<file path="src/rtl/clk_evict_pkg.sv">
`timescale 1ns/1ps
package clk_evict_pkg;
   typedef enum logic {
      SW_IDLE = 1'b0,
      SW_SCAN = 1'b1
   } sweep_st_e;
endpackage

</file>
<file path="src/rtl/clk_frame_flags.sv">
`timescale 1ns/1ps
// Per-frame used/modified flags. A reference always wins over a clear.
module clk_frame_flags #(
   parameter int N  = 8,
   localparam int IW = $clog2(N)
) (
   input  logic          clk,
   input  logic          rst_n,
   input  logic          ref_valid,
   input  logic [IW-1:0] ref_frame,
   input  logic          ref_write,
   input  logic          clr_use,
   input  logic [IW-1:0] clr_idx,
   input  logic          take,
   input  logic [IW-1:0] take_idx,
   output logic [N-1:0]  use_vec,
   output logic [N-1:0]  dirty_vec
);
   for (genvar i = 0; i < N; i++) begin : g_frame
      logic u_q, d_q;
      logic hit;
      assign hit = ref_valid && (ref_frame == IW'(i));
      always_ff @(posedge clk) begin
         if (!rst_n) begin
            u_q <= 1'b0;
            d_q <= 1'b0;
         end else if (hit) begin
            u_q <= 1'b1;
            if (ref_write) d_q <= 1'b1;
         end else if (take && (take_idx == IW'(i))) begin
            u_q <= 1'b0;
            d_q <= 1'b0;
         end else if (clr_use && (clr_idx == IW'(i))) begin
            u_q <= 1'b0;
         end
      end
      assign use_vec[i]   = u_q;
      assign dirty_vec[i] = d_q;
   end
endmodule

</file>
<file path="src/rtl/clk_sweep.sv">
`timescale 1ns/1ps
// Hand pointer and sweep state machine, one frame per cycle.
module clk_sweep
   import clk_evict_pkg::*;
#(
   parameter int N          = 8,
   parameter bit SKIP_DIRTY = 1'b1,
   localparam int IW = $clog2(N),
   localparam int SW = $clog2(2*N+1)
) (
   input  logic          clk,
   input  logic          rst_n,
   input  logic          start,
   input  logic [N-1:0]  use_vec,
   input  logic [N-1:0]  dirty_vec,
   input  logic          ref_valid,
   input  logic [IW-1:0] ref_frame,
   output logic [IW-1:0] hand,
   output logic          clr_use,
   output logic          take,
   output logic [IW-1:0] take_idx,
   output logic          busy,
   output logic          victim_valid,
   output logic [IW-1:0] victim_frame,
   output logic          victim_dirty
);
   sweep_st_e     st_q;
   logic [IW-1:0] hand_q, mem_idx_q;
   logic [SW-1:0] steps_q;
   logic          mem_v_q;
   logic          skip_en, ref_here, eff_use, first_lap, lap_done;
   logic          advance, remember, take_dirty;

   function automatic logic [IW-1:0] nxt(input logic [IW-1:0] h);
      return (h == IW'(N-1)) ? '0 : h + IW'(1);
   endfunction

   if (SKIP_DIRTY) begin : g_clean_first
      assign skip_en = 1'b1;
   end else begin : g_plain_clock
      assign skip_en = 1'b0;
   end

   assign ref_here  = ref_valid && (ref_frame == hand_q);
   assign eff_use   = use_vec[hand_q] || ref_here;
   assign first_lap = steps_q < SW'(N);
   assign lap_done  = steps_q == SW'(N);

   always_comb begin
      clr_use    = 1'b0;
      take       = 1'b0;
      advance    = 1'b0;
      remember   = 1'b0;
      take_idx   = hand_q;
      take_dirty = dirty_vec[hand_q];
      if (st_q == SW_SCAN) begin
         if (lap_done && mem_v_q) begin
            take       = 1'b1;
            take_idx   = mem_idx_q;
            take_dirty = dirty_vec[mem_idx_q];
         end else if (eff_use) begin
            clr_use = 1'b1;
            advance = 1'b1;
         end else if (skip_en && first_lap && dirty_vec[hand_q]) begin
            advance  = 1'b1;
            remember = !mem_v_q;
         end else begin
            take = 1'b1;
         end
      end
   end

   always_ff @(posedge clk) begin
      if (!rst_n) begin
         st_q      <= SW_IDLE;
         hand_q    <= '0;
         steps_q   <= '0;
         mem_v_q   <= 1'b0;
         mem_idx_q <= '0;
      end else if (st_q == SW_IDLE) begin
         if (start) begin
            st_q    <= SW_SCAN;
            steps_q <= '0;
            mem_v_q <= 1'b0;
         end
      end else begin
         if (advance) begin
            hand_q <= nxt(hand_q);
            if (steps_q != SW'(2*N)) steps_q <= steps_q + SW'(1);
         end
         if (remember) begin
            mem_v_q   <= 1'b1;
            mem_idx_q <= hand_q;
         end
         if (take) begin
            st_q   <= SW_IDLE;
            hand_q <= nxt(take_idx);
         end
      end
   end

   always_ff @(posedge clk) begin
      if (!rst_n) begin
         victim_valid <= 1'b0;
         victim_frame <= '0;
         victim_dirty <= 1'b0;
      end else begin
         victim_valid <= take;
         if (take) begin
            victim_frame <= take_idx;
            victim_dirty <= take_dirty;
         end
      end
   end

   assign hand = hand_q;
   assign busy = (st_q == SW_SCAN);
endmodule

</file>
<file path="src/rtl/clk_watermark.sv">
`timescale 1ns/1ps
// Free-frame counter, threshold registers and batch trigger.
module clk_watermark #(
   parameter int N         = 8,
   parameter int LOW_INIT  = 2,
   parameter int HIGH_INIT = 4,
   localparam int CW = $clog2(N+1)
) (
   input  logic          clk,
   input  logic          rst_n,
   input  logic          free_inc,
   input  logic          free_dec,
   input  logic          gain,
   input  logic          cfg_wr,
   input  logic [CW-1:0] cfg_low,
   input  logic [CW-1:0] cfg_high,
   output logic [CW-1:0] free_count,
   output logic [CW-1:0] hi_q,
   output logic          batch_on
);
   logic [CW-1:0] cnt_q, lo_q, cnt_nxt;
   logic [CW:0]   tmp;

   always_comb begin
      tmp = {1'b0, cnt_q} + {{CW{1'b0}}, free_inc} + {{CW{1'b0}}, gain};
      if (free_dec && (tmp != '0)) tmp = tmp - {{CW{1'b0}}, 1'b1};
      if (tmp > (CW+1)'(N)) tmp = (CW+1)'(N);
      cnt_nxt = tmp[CW-1:0];
   end

   always_ff @(posedge clk) begin
      if (!rst_n) begin
         cnt_q    <= CW'(N);
         lo_q     <= CW'(LOW_INIT);
         hi_q     <= CW'(HIGH_INIT);
         batch_on <= 1'b0;
      end else begin
         cnt_q    <= cnt_nxt;
         batch_on <= batch_on ? (cnt_nxt < hi_q) : (cnt_nxt < lo_q);
         if (cfg_wr) begin
            lo_q <= cfg_low;
            hi_q <= cfg_high;
         end
      end
   end

   assign free_count = cnt_q;
endmodule

</file>
<file path="src/rtl/clock_evict_engine.sv">
`timescale 1ns/1ps
module clock_evict_engine #(
   parameter int NUM_FRAMES = 8,
   parameter bit CLEAN_FIRST = 1'b1,
   parameter int LOW_INIT    = 2,
   parameter int HIGH_INIT   = 4,
   localparam int IW = $clog2(NUM_FRAMES),
   localparam int CW = $clog2(NUM_FRAMES+1)
) (
   input  logic          clk,
   input  logic          rst_n,
   input  logic          ref_valid,
   input  logic [IW-1:0] ref_frame,
   input  logic          ref_write,
   input  logic          evict_req,
   input  logic          free_inc,
   input  logic          free_dec,
   input  logic          cfg_wr,
   input  logic [CW-1:0] cfg_low,
   input  logic [CW-1:0] cfg_high,
   output logic          victim_valid,
   output logic [IW-1:0] victim_frame,
   output logic          victim_dirty,
   output logic          busy,
   output logic [CW-1:0] free_count,
   output logic          batch_on
);
   if (NUM_FRAMES < 2) begin : g_bad_n
      $error("NUM_FRAMES must be at least 2");
   end
   if (LOW_INIT > HIGH_INIT || HIGH_INIT > NUM_FRAMES) begin : g_bad_marks
      $error("thresholds must satisfy LOW_INIT <= HIGH_INIT <= NUM_FRAMES");
   end

   logic [NUM_FRAMES-1:0] use_vec, dirty_vec;
   logic [IW-1:0]         hand, take_idx;
   logic [CW-1:0]         hi_q;
   logic                  clr_use, take, start;

   assign start = evict_req || batch_on;

   clk_frame_flags #(.N(NUM_FRAMES)) u_flags (
      .clk(clk), .rst_n(rst_n),
      .ref_valid(ref_valid), .ref_frame(ref_frame), .ref_write(ref_write),
      .clr_use(clr_use), .clr_idx(hand),
      .take(take), .take_idx(take_idx),
      .use_vec(use_vec), .dirty_vec(dirty_vec)
   );

   clk_sweep #(.N(NUM_FRAMES), .SKIP_DIRTY(CLEAN_FIRST)) u_sweep (
      .clk(clk), .rst_n(rst_n), .start(start),
      .use_vec(use_vec), .dirty_vec(dirty_vec),
      .ref_valid(ref_valid), .ref_frame(ref_frame),
      .hand(hand), .clr_use(clr_use), .take(take), .take_idx(take_idx),
      .busy(busy), .victim_valid(victim_valid),
      .victim_frame(victim_frame), .victim_dirty(victim_dirty)
   );

   clk_watermark #(.N(NUM_FRAMES), .LOW_INIT(LOW_INIT), .HIGH_INIT(HIGH_INIT)) u_mark (
      .clk(clk), .rst_n(rst_n),
      .free_inc(free_inc), .free_dec(free_dec), .gain(take),
      .cfg_wr(cfg_wr), .cfg_low(cfg_low), .cfg_high(cfg_high),
      .free_count(free_count), .hi_q(hi_q), .batch_on(batch_on)
   );
endmodule

</file>
<file path="config.mk">
export PLATFORM = sky130hd
export DESIGN_NAME = clock_evict_engine
export DESIGN_NICKNAME = d
export VERILOG_FILES = /design/src/rtl/clk_evict_pkg.sv /design/src/rtl/clk_frame_flags.sv /design/src/rtl/clk_sweep.sv /design/src/rtl/clk_watermark.sv /design/src/rtl/clock_evict_engine.sv
export SDC_FILE = /design/constraint.sdc
export NUM_CORES = 1
export LEC_CHECK = 0
export BUFFER_PORTS_ARGS = -buffer_cell sky130_fd_sc_hd__buf_2
export CAP_MARGIN = 5
export CORE_MARGIN = 5
export CORE_UTILIZATION = 40
export DETAILED_ROUTE_END_ITERATION = 10
export MAX_ROUTING_LAYER = met4
export PLACE_DENSITY_LB_ADDON = 0.1
export SETUP_SLACK_MARGIN = 0.15
export SLEW_MARGIN = 10
export SYNTH_ARGS = -nofsm -noshare
export SYNTH_HDL_FRONTEND = slang
export SYNTH_SLANG_ARGS = --single-unit
</file>
<file path="constraint.sdc">
create_clock -name clk -period 6.9 [get_ports clk]
set_input_delay 1.725 -clock clk [delete_from_list [all_inputs] [get_ports clk]]
set_output_delay 1.725 -clock clk [all_outputs]
set_load 0.02 [all_outputs]
</file>
==> flow_metrics.tcl <==
set metrics [dict create \
    relSlewSlack_pct 24.7 \
    worst_pin_slew_ps 1110 \
    crit_path_cell_trace "buf_2 > xnor2_1 > a41oi_1 > a22oi_2 > or2_2 > a21o_1 > inv_2 > fa_1 > ha_1 > inv_1 > ha_1 > nor4b_1 > a311o_4 > or4b_4 > o211ai_1 > nand2b_1 > nor2_2 > ha_1 > nor3b_1 > a221oi_2 > a21oi_1 > o21a_1 > o31ai_1" \
    clk_latency_ps 300 \
    final_common_cell "dfxtp_1" \
    cp_num_buf_inv 3 \
    peakVddDrop_v 0.000179 \
    ctsHoldBuffers 0 \
    syn_inst 319 \
    cap_violations 0 \
    yosysWarnings 0 \
    worstSetupPathType "primary input to flip-flop" \
    syn_area_per_cell_um2 8.90 \
    drt-total-wl_um 6430 \
    crit_family "compound AO/OA/AOI/OAI gates" \
    postRouteAntennaNets 0 \
    fillers 692 \
    port_buffers 29 \
    initial_core_util_pct 41.5 \
    cts_buffers 5 \
    synth-edff-count 0 \
    rows 30 \
    power.leakage_nw 1.39 \
    gp_congestion 0.894 \
    grt_max_degree 47 \
    end_kind "flip-flop" \
    die_w_um 94.2 \
    viasPerCell 5.17 \
    yosysUniqueCellTypes 50 \
    first_pass_iters 4 \
    diodes 0 \
    synthArstFlopShare_pct 0 \
    vias 2300 \
    root_buffer "clkbuf_8" \
    tns_ps 0 \
    fin_area_um2 3220 \
    grt_overflow 0 \
    grt_usage_pct 15.7 \
    ys_seq_area_share_pct 33.2 \
    cp_common_cell "ha_1" \
    slowest_stage "or4b_4" \
    cts_tree "done" \
    die_height_um 94.2 \
    rsz0062_at_grt "no" \
    layout_common_cells "47 x dfxtp_1, 30 x nand2_1, 29 x buf_2" \
    cts_buffer_depth 2 \
    min_period_ps 6290 \
    setup_violations 0 \
    grt_pass1_wl_um 10600 \
    first_iter_violations 119 \
    nets 389 \
    coreArea_um2 6830 \
    start_kind "primary input" \
    min_path_type "flip-flop to flip-flop" \
    syn2layout_area_growth_pct 13.6 \
    place_area_um2 3080 \
    syn_area_um2 2840 \
    syn_nets 360 \
    clkTransAtPathRegs_ps 80 \
    cp_slowest_stage_delay_ps 550 \
    fmax_ghz 0.159 \
    status "finished, final reports clean" \
    boundaryPins 30 \
    finish.utilization_pct 47.2 \
    cp_max_fo 6 \
    post-route-drc-count 0 \
    final_hold_viol_count 0 \
    maxSlewViolCount 0 \
    power.density_nw_per_um2 292 \
    critPathArrivalTime_ps 6510 \
    worstPathRequired_ps 7120 \
    wire_per_inst_um 14.5 \
    place_hpwl_um 4820 \
    die_area_um2 8880 \
    ys_ff_latch 47 \
    synthFlopType "dfxtp_1" \
    power_mw 0.940 \
    timing.final.crit_share_pct 91.2 \
    cts_sinks 47 \
    h-tree-depth 2 \
    fin_skew_ps 6.46 \
    antenna_found_initial 0 \
    grt_pass1_vias 2115 \
    drive_gt1_share_pct 18.3 \
]
[layer usage]
metal	vias to the layer above	share of wire, %	track usage (%)
met5	-	0	-
met4	0	1.1	5.78
met3	7	3.6	2.40
met2	36	45	22.9
met1	1082	50	22.0
li1	1175	-	-
[metrics by stage]
stage | instances | hold slack (ps) | setup slack [ps]
2_1_floorplan | 319 | 442 | 437
6_report | 445 | 487 | 607
3_5_place_dp | 435 | 475 | 29.7
3_3_place_gp | 435 | 464 | 178
5_1_grt | 445 | 517 | 213
4_1_cts | 443 | 490 | 331
[cell usage after synthesis (2+ instances only)]
master,number,area [µm²]
o41ai_1,2,17.5
a21boi_0,8,60.1
a221oi_1,4,35.0
o211ai_1,3,22.5
or2_2,4,25.0
o211a_1,3,30.0
xor2_1,4,35.0
and2_4,2,17.5
xnor2_1,3,26.3
and2_1,8,50.1
o22ai_1,3,18.8
mux2_2,2,22.5
nand2_1,30,113
clkbuf_1,9,33.8
nor3_1,4,20.0
o21a_1,8,60.1
and3_1,4,25.0
nor3b_1,4,30.0
nand3_1,10,50.1
o21ai_0,9,45.0
nand4_1,4,25.0
inv_1,25,93.8
buf_2,3,15.0
a31oi_1,2,12.5
dfxtp_1,47,941
a21oi_1,5,25.0
o31ai_1,3,22.5
nor4b_1,2,17.5
nor2_1,22,82.6
mux2i_1,17,170
nand2b_1,4,25.0
nor2b_1,18,113
mux4_2,6,135
ha_1,21,263
[worst reg2reg max path, stage by stage (launching register included)]
cell and delay (ps):
dfxtp_1 660, mux4_2 570, a41oi_1 220, a22oi_2 140, or2_2 320, a21o_1 200
inv_2 60, fa_1 210, ha_1 190, inv_1 70, ha_1 200, nor4b_1 150
a311o_4 420, or4b_4 550, o211ai_1 120, nand2b_1 110, nor2_2 140, ha_1 270
nor3b_1 160, a221oi_2 280, a21oi_1 100, o21a_1 180, o31ai_1 200
[final cells by class]
type / instances / area (µm²) / share of cell area, %
flip-flops and latches: 47 / 941 / 29.2
clock inverters: 2 / 35.0 / 1.09
multi-input cells: 234 / 1760 / 54.7
inverters: 26 / 97.6 / 3.03
clock buffers: 6 / 82.6 / 2.56
well taps: 96 / 120 / 3.73
repair buffers: 34 / 183 / 5.67
[sequential cells by signal (all words and copies together) (netlist names)]
| signal | cells |
|---|---|
| u_sweep.victim_frame | 3 |
| u_flags.g_frame.d_q | 8 |
| u_sweep.victim_dirty | 1 |
| u_mark.free_count | 4 |
| u_sweep.busy | 1 |
| u_mark.batch_on | 1 |
| u_sweep.mem_v_q | 1 |
| u_sweep.hand | 3 |
| u_flags.g_frame.u_q | 8 |
| u_sweep.mem_idx_q | 3 |
| u_mark.hi_q | 4 |
| u_sweep.victim_valid | 1 |
| u_mark.lo_q | 4 |
| u_sweep.steps_q | 5 |
[logic make-up after synthesis]
| family | synth area share, % |
|---|---|
| multiplexers | 11.6 |
| flip-flops | 33.2 |
| AND/OR/NAND/NOR | 22.3 |
| AO/OA/AOI/OAI | 15.3 |
| adder cells (fa/ha/maj) | 10.4 |
| XOR/XNOR | 2.16 |
| buffers and inverters | 5.16 |
[path summary, 6_finish.rpt]
kind / startpoint / to / slack (ps) / depth (start not counted)
worst max register to register: u_sweep.hand[1] / u_mark.batch_on / 1280 / 22
worst min-delay path: u_mark.hi_q[2] / u_mark.hi_q[2] / 490 / 2
worst min register to register: u_mark.hi_q[2] / u_mark.hi_q[2] / 490 / 2
worst max-delay path: ref_frame[1] / u_mark.batch_on / 610 / 23
[report_power, final]
group	internal [mW]	switching (mW)
clock	0.117	0.0923
combinational	0.186	0.215
sequential	0.296	0.0330
total	0.599	0.341
[what timing repair did]
item | CTS | global route
setup endpoints to repair | 0 | 1
buffers inserted | 0 | 2
gates resized for setup | 0 | 3
(Power assumes the default switching activity.)
